<file path="src/rtl/blkfill_pkg.sv">
// Package: shared types of the block fill controller.
// Assumes: nothing beyond IEEE 1800-2017.
package blkfill_pkg;

    // Sequencer phases: idle, address cycle, bank wait, word transfer.
    typedef enum logic [1:0] {
        FS_IDLE = 2'd0,
        FS_ADDR = 2'd1,
        FS_WAIT = 2'd2,
        FS_XFER = 2'd3
    } fill_state_e;

endpackage

</file>
<file path="src/rtl/lat_timer.sv">
// Module: lat_timer
// Counts out the bank access latency. A load presets LAT-1; each
// decrement cycle steps down toward zero, and `zero` flags the last
// wait cycle. Assumes LAT >= 1 and that load and dec are never both high.
module lat_timer #(
    parameter int LAT   = 15,
    parameter int CNT_W = $clog2(LAT + 1)
) (
    input  logic clk,
    input  logic rst_n,
    input  logic load,
    input  logic dec,
    output logic zero
);

    logic [CNT_W-1:0] cnt;

    // Preset on load, count down while waiting, hold otherwise.
    always_ff @(posedge clk) begin
        if (!rst_n) begin
            cnt <= '0;
        end else if (load) begin
            cnt <= CNT_W'(LAT - 1);
        end else if (dec && cnt != '0) begin
            cnt <= cnt - 1'b1;
        end
    end

    assign zero = (cnt == '0);

    // the count stays put unless loaded or decremented.
    a_r4_timer_hold: assert property (@(posedge clk) disable iff (!rst_n)
        (!load && !dec) |=> $stable(cnt));

    // after a load the wait lasts LAT cycles, so zero is not seen at once unless LAT is 1.
    a_r4_timer_load: assert property (@(posedge clk) disable iff (!rst_n)
        load |=> (zero == (LAT == 1)));

endmodule

</file>
<file path="src/rtl/word_mux.sv">
// Module: word_mux
// Picks the read data of the bank that holds the current block word.
// Assumes bank b occupies bits [b*DATA_W +: DATA_W] of the flat bus.
module word_mux #(
    parameter int NBANK  = 4,
    parameter int DATA_W = 32,
    parameter int SEL_W  = $clog2(NBANK)
) (
    input  logic [NBANK*DATA_W-1:0] bank_rdata,
    input  logic [SEL_W-1:0]        sel,
    output logic [DATA_W-1:0]       word
);

    logic [DATA_W-1:0] lane [NBANK];

    // Split the flat bank bus into one lane per bank.
    for (genvar b = 0; b < NBANK; b++) begin : g_lane
        assign lane[b] = bank_rdata[b*DATA_W +: DATA_W];
    end

    // Select the lane of the addressed bank.
    always_comb begin
        word = lane[sel];
    end

endmodule

</file>
<file path="src/rtl/fill_seq.sv">
// Module: fill_seq
// Phase sequencer of one block fill: accepts a request when idle, spends
// one address cycle, waits on the latency timer, then steps through the
// words. INTERLEAVE=1 starts every bank at once; INTERLEAVE=0 starts one
// bank per word, launching the next during the current transfer.
// Assumes NBANK is a power of two.
module fill_seq
    import blkfill_pkg::*;
#(
    parameter int NBANK      = 4,
    parameter bit INTERLEAVE = 1'b1,
    parameter int SEL_W      = $clog2(NBANK)
) (
    input  logic             clk,
    input  logic             rst_n,
    input  logic             req_valid,
    input  logic             timer_zero,
    output logic             accept,
    output logic             busy,
    output logic [NBANK-1:0] strobe,
    output logic             timer_load,
    output logic             timer_dec,
    output logic             rsp_valid,
    output logic [SEL_W-1:0] word_idx,
    output logic             done
);

    localparam logic [SEL_W-1:0] LAST_IDX = SEL_W'(NBANK - 1);

    fill_state_e      state;
    logic             last_word;
    logic             launch_next;
    logic [SEL_W-1:0] next_idx;

    assign last_word   = (word_idx == LAST_IDX);
    assign next_idx    = word_idx + 1'b1;
    assign accept      = (state == FS_IDLE) && req_valid;
    assign busy        = (state != FS_IDLE);
    assign rsp_valid   = (state == FS_XFER);
    assign done        = rsp_valid && last_word;
    assign launch_next = rsp_valid && !last_word && !INTERLEAVE;
    assign timer_load  = (state == FS_ADDR) || launch_next;
    assign timer_dec   = (state == FS_WAIT);

    // Phase and word index progression.
    always_ff @(posedge clk) begin
        if (!rst_n) begin
            state    <= FS_IDLE;
            word_idx <= '0;
        end else begin
            case (state)
                FS_IDLE: if (req_valid) begin
                    state    <= FS_ADDR;
                    word_idx <= '0;
                end
                FS_ADDR: state <= FS_WAIT;
                FS_WAIT: if (timer_zero) state <= FS_XFER;
                FS_XFER: begin
                    if (last_word) begin
                        state <= FS_IDLE;
                    end else begin
                        word_idx <= next_idx;
                        if (!INTERLEAVE) state <= FS_WAIT;
                    end
                end
                default: state <= FS_IDLE;
            endcase
        end
    end

    // Bank start pattern chosen by the organisation parameter.
    if (INTERLEAVE) begin : g_all_banks
        // All banks start together in the address cycle.
        always_comb begin
            strobe = (state == FS_ADDR) ? '1 : '0;
        end
    end else begin : g_one_bank
        // Bank 0 in the address cycle, then the next bank during each transfer.
        always_comb begin
            if (state == FS_ADDR)  strobe = NBANK'(1);
            else if (launch_next)  strobe = NBANK'(1) << next_idx;
            else                   strobe = '0;
        end

        // never more than one bank started at a time.
        a_r8_single_bank: assert property (@(posedge clk) disable iff (!rst_n)
            $onehot0(strobe));
    end

    // nothing is started or returned while idle.
    a_r1_idle_quiet: assert property (@(posedge clk) disable iff (!rst_n)
        !busy |-> (!rsp_valid && strobe == '0));

    // every bank start is followed by a wait phase.
    a_r2_strobe_then_wait: assert property (@(posedge clk) disable iff (!rst_n)
        (strobe != '0) |=> (state == FS_WAIT));

    // a non-final word is followed by the next index.
    a_r5_word_step: assert property (@(posedge clk) disable iff (!rst_n)
        (rsp_valid && !done) |=> (word_idx == $past(word_idx) + 1'b1));

    // the done pulse is followed by idle.
    a_r6_done_then_idle: assert property (@(posedge clk) disable iff (!rst_n)
        done |=> !busy);

    // busy persists until the done cycle.
    a_r7_busy_holds: assert property (@(posedge clk) disable iff (!rst_n)
        (busy && !done) |=> busy);

endmodule

</file>
<file path="src/rtl/blkfill_ctrl.sv">
// Module: blkfill_ctrl (top)
// Refills one cache block from NBANK word-interleaved banks: one address
// cycle, one shared bank access of ACC_LAT cycles, then one word per cycle
// on a one-word response bus. INTERLEAVE=0 models a single word-wide memory
// for comparison. Assumes the banks present read data ACC_LAT cycles after
// their strobe and hold it until strobed again.
module blkfill_ctrl
    import blkfill_pkg::*;
#(
    parameter int BLK_AW     = 8,
    parameter int DATA_W     = 32,
    parameter int NBANK      = 4,
    parameter int ACC_LAT    = 15,
    parameter bit INTERLEAVE = 1'b1
) (
    input  logic                       clk,
    input  logic                       rst_n,
    input  logic                       req_valid,
    input  logic [BLK_AW-1:0]          req_blk,
    output logic                       busy,
    output logic [NBANK-1:0]           bank_strobe,
    output logic [BLK_AW-1:0]          bank_row,
    input  logic [NBANK*DATA_W-1:0]    bank_rdata,
    output logic                       rsp_valid,
    output logic [$clog2(NBANK)-1:0]   rsp_word,
    output logic [DATA_W-1:0]          rsp_data,
    output logic                       done
);

    localparam int SEL_W = $clog2(NBANK);
    localparam int CNT_W = $clog2(ACC_LAT + 1);

    logic              accept;
    logic              timer_load;
    logic              timer_dec;
    logic              timer_zero;
    logic [BLK_AW-1:0] addr_q;

    // Capture the block address when a request is taken.
    always_ff @(posedge clk) begin
        if (!rst_n) begin
            addr_q <= '0;
        end else if (accept) begin
            addr_q <= req_blk;
        end
    end

    assign bank_row = addr_q;

    fill_seq #(
        .NBANK      (NBANK),
        .INTERLEAVE (INTERLEAVE),
        .SEL_W      (SEL_W)
    ) u_seq (
        .clk        (clk),
        .rst_n      (rst_n),
        .req_valid  (req_valid),
        .timer_zero (timer_zero),
        .accept     (accept),
        .busy       (busy),
        .strobe     (bank_strobe),
        .timer_load (timer_load),
        .timer_dec  (timer_dec),
        .rsp_valid  (rsp_valid),
        .word_idx   (rsp_word),
        .done       (done)
    );

    lat_timer #(
        .LAT   (ACC_LAT),
        .CNT_W (CNT_W)
    ) u_timer (
        .clk   (clk),
        .rst_n (rst_n),
        .load  (timer_load),
        .dec   (timer_dec),
        .zero  (timer_zero)
    );

    word_mux #(
        .NBANK  (NBANK),
        .DATA_W (DATA_W),
        .SEL_W  (SEL_W)
    ) u_mux (
        .bank_rdata (bank_rdata),
        .sel        (rsp_word),
        .word       (rsp_data)
    );

    // the captured address cannot change while a fill runs.
    a_r7_addr_locked: assert property (@(posedge clk) disable iff (!rst_n)
        busy |=> (!busy || $stable(addr_q)));

    // a request seen while idle always starts a fill.
    a_r9_idle_accepts: assert property (@(posedge clk) disable iff (!rst_n)
        (!busy && req_valid) |=> busy);

endmodule

</file>
<file path="config.mk">
export PLATFORM = sky130hd
export DESIGN_NAME = blkfill_ctrl
export DESIGN_NICKNAME = d
export VERILOG_FILES = /design/src/rtl/blkfill_pkg.sv /design/src/rtl/lat_timer.sv /design/src/rtl/word_mux.sv /design/src/rtl/fill_seq.sv /design/src/rtl/blkfill_ctrl.sv
export SDC_FILE = /design/constraint.sdc
export NUM_CORES = 1
export LEC_CHECK = 0
export ABC_AREA = 1
export BUFFER_PORTS_ARGS = -buffer_cell sky130_fd_sc_hd__buf_2
export CAP_MARGIN = 20
export CORE_MARGIN = 3
export CORE_UTILIZATION = 38
export CTS_CLUSTER_DIAMETER = 50
export DETAILED_ROUTE_END_ITERATION = 8
export PLACE_DENSITY = 0.92
export SYNTH_ARGS = -nofsm -noshare
export SYNTH_HDL_FRONTEND = slang
export SYNTH_SLANG_ARGS = --single-unit
export TNS_END_PERCENT = 10
</file>
<file path="constraint.sdc">
create_clock -name clk -period 2.7 [get_ports clk]
set_input_delay 0.54 -clock clk [delete_from_list [all_inputs] [get_ports clk]]
set_output_delay 0.54 -clock clk [all_outputs]
set_load 0.01 [all_outputs]
</file>
# Word level (Yosys, flattened, before mapping)
# Cells that the tools add are included.
# op_classes
addsub	2
mul	0
div	0
order_cmp	1
eq_ne	8
shift	0
mux	13
n_bitwise	2
n_reduce_logical	12
# op_table
op	n
32-bit binary-select mux with 2-bit select	1
32-bit two-way mux	2
4-bit two-way mux	3
2-bit two-way mux	5
2-bit inequality test, second input constant	4
2-bit one-hot mux with 4 select lines	1
2-bit == test, second input constant	3
3-bit AND reduction	2
2-bit nonzero test	3
4-bit zero test	1
2-bit one-hot mux with 2 select lines	1
4-bit nonzero test	1
4-bit by 1-bit subtractor with 4-bit output, second input constant	1
3-bit >= comparator, second input constant	1
1-bit logical AND	3
2-bit NOT with 3-bit output	1
2-bit by 1-bit adder with 2-bit output, second input constant	1
2-bit by 1-bit == test with 1-bit output, second input constant	1
2-bit zero test	1
2-bit OR reduction	1
1-bit NOT	1
# totals
register_bits	16
latch_bits	0
ram_bits	0
romBits	0
input_bits	139
n_memories	0

# Logic depth before layout (Yosys ltp)
# Gate-level depths: netlist of run 1.
# logic_depth
ltp_word	4
ltp_mapped	8
mapped_depth_nobuf	8

# Cells and area by module
# From an unflattened synthesis of run 1, not the netlist that was laid out.
# hier_totals
hier_cells	520
hier_area_um2	2532.4
# modules_own_cells
mod	n_inst	cells_per_inst	area_per_inst_um2	seq_area_each_um2
word_mux	1	374	1562.7	0.0
fill_seq	1	55	367.9	80.1
blkfill_ctrl	1	51	356.6	160.2
lat_timer	1	40	245.2	80.1

# Least setup slack after synthesis of run 1
# No wires, ideal clock.
# synth_timing
path_type	register to output
startpoint	register u_seq.word_idx[0]
endpoint	output rsp_data[18]
arrival_ps	1069
path_slack_ps	1091
path_stages_with_launch	7
n_path_buf	3
cell_sequence	dfxtp_1 > buf_6 > inv_2 > buf_6 > buf_6 > nor2_1 > o22ai_1
# synth_between
elab_chain_cells	4
# synth_lines
item	line	rtl
start, declared	fill_seq.sv:24	output logic [SEL_W-1:0] word_idx,
start signal, assigned	fill_seq.sv:62	word_idx <= next_idx;
2-bit NOT with 3-bit output (implied by the code)	word_mux.sv:23	word = lane[sel];
32-bit binary-select mux with 2-bit select	word_mux.sv:23	
32-bit two-way mux (implied by the code) (2 in a row)	word_mux.sv:23	
end, declared	blkfill_ctrl.sv:26	output logic [DATA_W-1:0] rsp_data,
# Every way passes these cells. The select of a mux whose other input is x is not followed.

# Final worst setup path of run 1
# layout_timing
startpoint	register u_seq.word_idx[0]
endpoint	output rsp_data[28]
# Same word-level chain as after synthesis.

==> flow_summary.yaml, run 1 <==
status:
  status: "finished, final reports clean"
synth:
  synth_top_area_share: 0.194
  avgSynthCellArea_um2: 5.77
  ys_ff_latch: 16
  yosys-top-cells-count: "nor2_1, o21ai_0, o22ai_1"
  synthCells: 299
  yosysTopAreaCell: "o21ai_0"
  synthArstFlopShare: 0
  synth_area_leaders: "o21ai_0, nor2_1, dfxtp_1, o22ai_1, ha_1"
  synth_ff_type: "dfxtp_1"
  netlist_area_mm2: 0.00173
  synth_most_common_cell: "nor2_1"
  ys_seq_area_frac: 0.186
  syn-num-nets: 446
  synth_edf_count: 0
  synthDistinctLibCells: 19
  yosysWarningCount: 0
critical_path:
  startpoint_type: "flip-flop"
  slowest_stage: "buf_4"
  required_ps: 2160
  cp_max_fo: 66
  worstSetupPathType: "flip-flop to output pin"
  path_delay_family: "buffers and inverters"
  cp_cell_sequence: "buf_4, o21ai_0, o22ai_1, buf_2"
  cp.arrival_ps: 1660
  max_stage_delay_ps: 470
  cp_num_buf_inv: 2
  setup.worst_path.end_class: "output pin"
finish:
  area_delta_synth_final_pct: 53.8
  seq_area_um2: 322
  nFillCells: 425
  multiInputGateArea_mm2: 0.00117
  n_antenna_cell: 0
  fin_nets: 616
  drive_above_1_share: 0.434
  stdcell_count: 518
pwr:
  power.leakage_nw: 1.47
  finalPower_mw: 2.63
  ir_drop_v: 0.000544
  powerDensity_mw_per_mm2: 991
routing:
  vias_per_cell: 5.15
  wl_per_cell_um: 13.9
  drtIter0Drc: 123
  routed_wl_mm: 7.19
  antenna_left: 0
  route.detailed.drc: 0
  first_pass_iters: 5
  vias: 2669
timing:
  grt_setup_unrepaired: "false"
  slew_viol_final: 0
  max_slew_margin: 0.626
  fin_skew_ps: 5.00
  fin_crit_sh: 0.814
  hold_violations: 0
  fmax_ghz: 0.455
  setup_viol: 0
  worst_slew_pin_slew_ps: 561
  min_period_ps: 2200
  finalSetupTns_ps: 0
die:
  die_area_mm2: 0.00539
  core_area_mm2: 0.00420
  start_util: 0.411
  io_pins: 188
  die_h_um: 73.4
  die_x_um: 73.4
  num_rows: 23
global_route:
  grt_use_met2: 0.477
  grt_pass1_wl_mm: 11.0
  use_met3: 0.0520
  first_global_vias: 2469
  busiest_layer: "met2"
  track_usage: 0.252
  antenna_found_initial: 0
  overflow: 0
  grt_use_met1: 0.287
  grt_start_max_net_pins: 67
run:
  maxCapViolCount: 0
clock_tree:
  cts.htree.levels: 1
  cts-buffers-inserted: 3
  path_clk_slew_ps: 70
  cts_hold_buf: 0
  cts_tree: "yes"
  clkLatencyLatePin_ps: 250
  ctsResizeCount: 0
  clkSinkCount: 16
  cts-root-buf: "clkbuf_8"
  clk_path_buf_depth: 2
  post_cts_buffers: 0
place:
  gp_congestion: 0.902
  io_buffers: 187
  dpl.hpwl_mm: 5.69
  dp.cells: 514
worst_hold_path:
  hp-class: "flip-flop to flip-flop"
-- report_power, final --
group          leakage [nW]  internal [mW]  switching [mW]  total, mW
sequential            0.133          0.322          0.0700      0.392
combinational          1.31          0.781            1.24       2.02
clock                0.0288          0.130          0.0885      0.218
-- layout by cell type (no fill, tap or decap) --
master,Yosys,final
a21oi_1,5,5
a21oi_2,1,1
buf_12,0,1
buf_2,6,187
buf_4,4,2
clkbuf_8,0,4
dfxtp_1,16,15
dfxtp_2,0,1
ha_1,8,8
inv_1,13,13
inv_2,6,6
nand2_1,18,18
nand2_2,1,1
nand3_1,8,8
nor2_1,89,89
nor3b_1,1,1
o21ai_0,67,67
o21ai_1,7,7
o22ai_1,32,32
or2_1,2,2
-- cells by family (layout without fill, tap and decap cells) --
logic type      after synthesis  in the layout  share of synthesized area
simple gates                119            119                      0.271
compound gates              112            112                      0.350
buf+inv                      44            213                      0.135
flops                        16             16                      0.186
fa+ha+maj                     8              8                     0.0580
-- sequential cells by signal (all words and copies together), names as in the netlist --
signal / flops
u_seq.word_idx: 2
bank_row: 8
u_seq.state: 2
u_timer.cnt: 4
-- worst min-delay path, cell delays in order, from the launching register on --
cell and delay [ps]:
dfxtp_1 310, nand2_1 60, a21oi_1 60
-- path summary, 6_finish.rpt --
check / startpoint / to / slack [ps] / depth (start not counted)
max reg2reg: u_seq.word_idx[0]$_SDFFE_PN0P_ / u_seq.state[0]$_SDFFE_PN0P_ / 980 / 8
min reg2reg: u_timer.cnt[0]$_SDFFE_PP0P_ / u_timer.cnt[0]$_SDFFE_PP0P_ / 470 / 2
min: u_timer.cnt[0]$_SDFFE_PP0P_ / u_timer.cnt[0]$_SDFFE_PP0P_ / 470 / 2
max: u_seq.word_idx[0]$_SDFFE_PN0P_ / rsp_data[28] / 500 / 4
-- through the flow --
step	instance area [µm²]	worst slack (ps)	hold slack, ps	utilization
floorplan	1730	1090	439	-
detailed placement	2600	774	459	0.619
global route	2650	320	494	0.632
finish	2650	501	468	0.632
global placement	2600	784	447	0.619
CTS	2650	489	470	0.632
-- routing by layer --
| layer | vias up | wire, µm |
|---|---|---|
| li1 | 1353 | - |
| met1 | 1155 | 2750 |
| met2 | 147 | 3570 |
| met3 | 14 | 766 |
| met4 | 0 | 117 |
| met5 | - | 0 |
-- final cells by class --
cell class,count,share of cell area
well taps,50,0.0236
flip-flops and latches,16,0.121
repair buffers,190,0.366
multi-input cells,239,0.442
inverters,19,0.0269
clock buffers,4,0.0207
Power figures use the tool's default switching activity.
==> inputs of run 2 (changes only) <==
- CORE_UTILIZATION: 38 -> 32
- PLACE_DENSITY: 0.92 -> 0.83
- clock period: 2.7 -> 2 ns (I/O delays scaled with it)
==> flow_summary.yaml, run 2 (synthesized netlist as in run 1, its figures left out) <==
routing:
  antenna_left: 0
  wl_per_cell_um: 12.5
  first_pass_iters: 4
  drtIter0Drc: 106
  vias: 2650
  routed_wl_mm: 6.76
  route.detailed.drc: 0
  vias_per_cell: 4.91
timing:
  fmax_ghz: 0.551
  grt_setup_unrepaired: "false"
  setup_viol: 0
  fin_crit_sh: 0.907
  max_slew_margin: 0.771
  slew_viol_final: 0
  fin_skew_ps: 1.72
  worst_slew_pin_slew_ps: 344
  hold_violations: 0
  finalSetupTns_ps: 0
  min_period_ps: 1810
clock_tree:
  cts-root-buf: "clkbuf_8"
  cts-buffers-inserted: 3
  cts.htree.levels: 1
  cts_tree: "yes"
  clkLatencyLatePin_ps: 250
  clk_path_buf_depth: 2
  post_cts_buffers: 0
  path_clk_slew_ps: 60
  clkSinkCount: 16
status:
  status: "finished, final reports clean"
critical_path:
  cp_num_buf_inv: 2
  setup.worst_path.end_class: "output pin"
  cp_cell_sequence: "buf_4, o21ai_0, o22ai_1, buf_2"
  r2r-start: "u_seq.word_idx[0]$_SDFFE_PN0P_"
  path_delay_family: "buffers and inverters"
  cp_max_fo: 40
  cp.arrival_ps: 1410
  startpoint_type: "flip-flop"
  slowest_stage: "dfxtp_2"
  worstSetupPathType: "flip-flop to output pin"
  max_stage_delay_ps: 340
  rr_endpoint: "u_seq.state[0]$_SDFFE_PN0P_"
  rrSetupSlack_ps: 530
  required_ps: 1600
  reg2regPathDepth: 8
  worstSetupStartpoint: "u_seq.word_idx[0]$_SDFFE_PN0P_"
finish:
  drive_above_1_share: 0.438
  fin_nets: 618
  nFillCells: 520
  fin_area_mm2: 0.00269
  layout_commonest_cell: "buf_2"
  multiInputGateArea_mm2: 0.00117
  seq_area_um2: 325
  stdcell_count: 540
  largest_reg_flops: 8
  n_antenna_cell: 0
  area_delta_synth_final_pct: 55.8
  layout_common_cells: "buf_2, nor2_1, o21ai_0, o22ai_1, nand2_1"
place:
  io_buffers: 187
  dp.cells: 536
  dpl.hpwl_mm: 5.32
  gp_congestion: 0.863
  placed_area_mm2: 0.00263
global_route:
  grt_start_max_net_pins: 41
  grt_pass1_wl_mm: 10.4
  track_usage: 0.199
  overflow: 0
  first_global_vias: 2436
  antenna_found_initial: 0
die:
  io_pins: 188
  die_area_mm2: 0.00631
  num_rows: 26
  core_area_mm2: 0.00517
  die_h_um: 79.4
  start_util: 0.334
  die_x_um: 79.4
worst_hold_path:
  hp-start: "req_blk[0]"
  hp-class: "input port to flip-flop"
  worstHoldPathCells: 3
  holdPathEnd: "bank_row[0]$_SDFFE_PN0P_"
pwr:
  powerDensity_mw_per_mm2: 1300
  power.leakage_nw: 1.48
  ir_drop_v: 0.000723
run:
  maxCapViolCount: 0
-- run 2: routing by layer --
metal / GRT usage / up-vias / part of all wire
met2: 0.390 / 147 / 0.51
met1: 0.219 / 1141 / 0.38
li1: - / 1353 / -
met4: 0.0395 / 0 / 0.011
met3: 0.0350 / 9 / 0.10
met5: 0 / - / 0
-- run 2: timing repair --
item / in CTS / in global routing
endpoints found under the setup margin: 3 / 1
resized for setup: 2 / 1
hold buffers: 0 / 0
-- run 2: worst max-delay path by stage --
stage	slack [ps]	end	cells after the start
6_report	190	rsp_data[19]	4
5_1_grt	50	rsp_data[19]	4
4_1_cts	120	rsp_data[23]	4
3_5_place_dp	250	rsp_data[23]	4
3_3_place_gp	270	rsp_data[23]	4
2_1_floorplan	530	rsp_data[18]	6
-- run 2: power by group --
| group | internal, mW | total, mW | switching, mW |
|---|---|---|---|
| clock | 0.175 | 0.287 | 0.112 |
| sequential | 0.441 | 0.550 | 0.109 |
| combinational | 1.05 | 2.66 | 1.61 |
| total | 1.67 | 3.50 | 1.83 |
-- run 2: through the flow --
step           setup slack [ps]  hold slack (ps)  power (mW)   util
2_1_floorplan               531              439        2.42      -
3_3_place_gp                265              448        3.14  0.508
3_5_place_dp                250              453        3.20  0.508
4_1_cts                     122              401        3.50  0.519
5_1_grt                    47.3              423        3.86  0.520
6_report                    186              400        3.50  0.520
-- run 2: layout make-up --
class / count / share of cell area
multi-input combinational: 239 / 0.436
timing repair buffer: 192 / 0.362
sequential: 16 / 0.121
tap: 70 / 0.0326
inverter: 19 / 0.0275
clock buffer: 4 / 0.0205
-- run 2: tightest hold or removal path: stages --
cell,delay (ps)
buf_2,70
o21ai_0,70
nor2_1,80
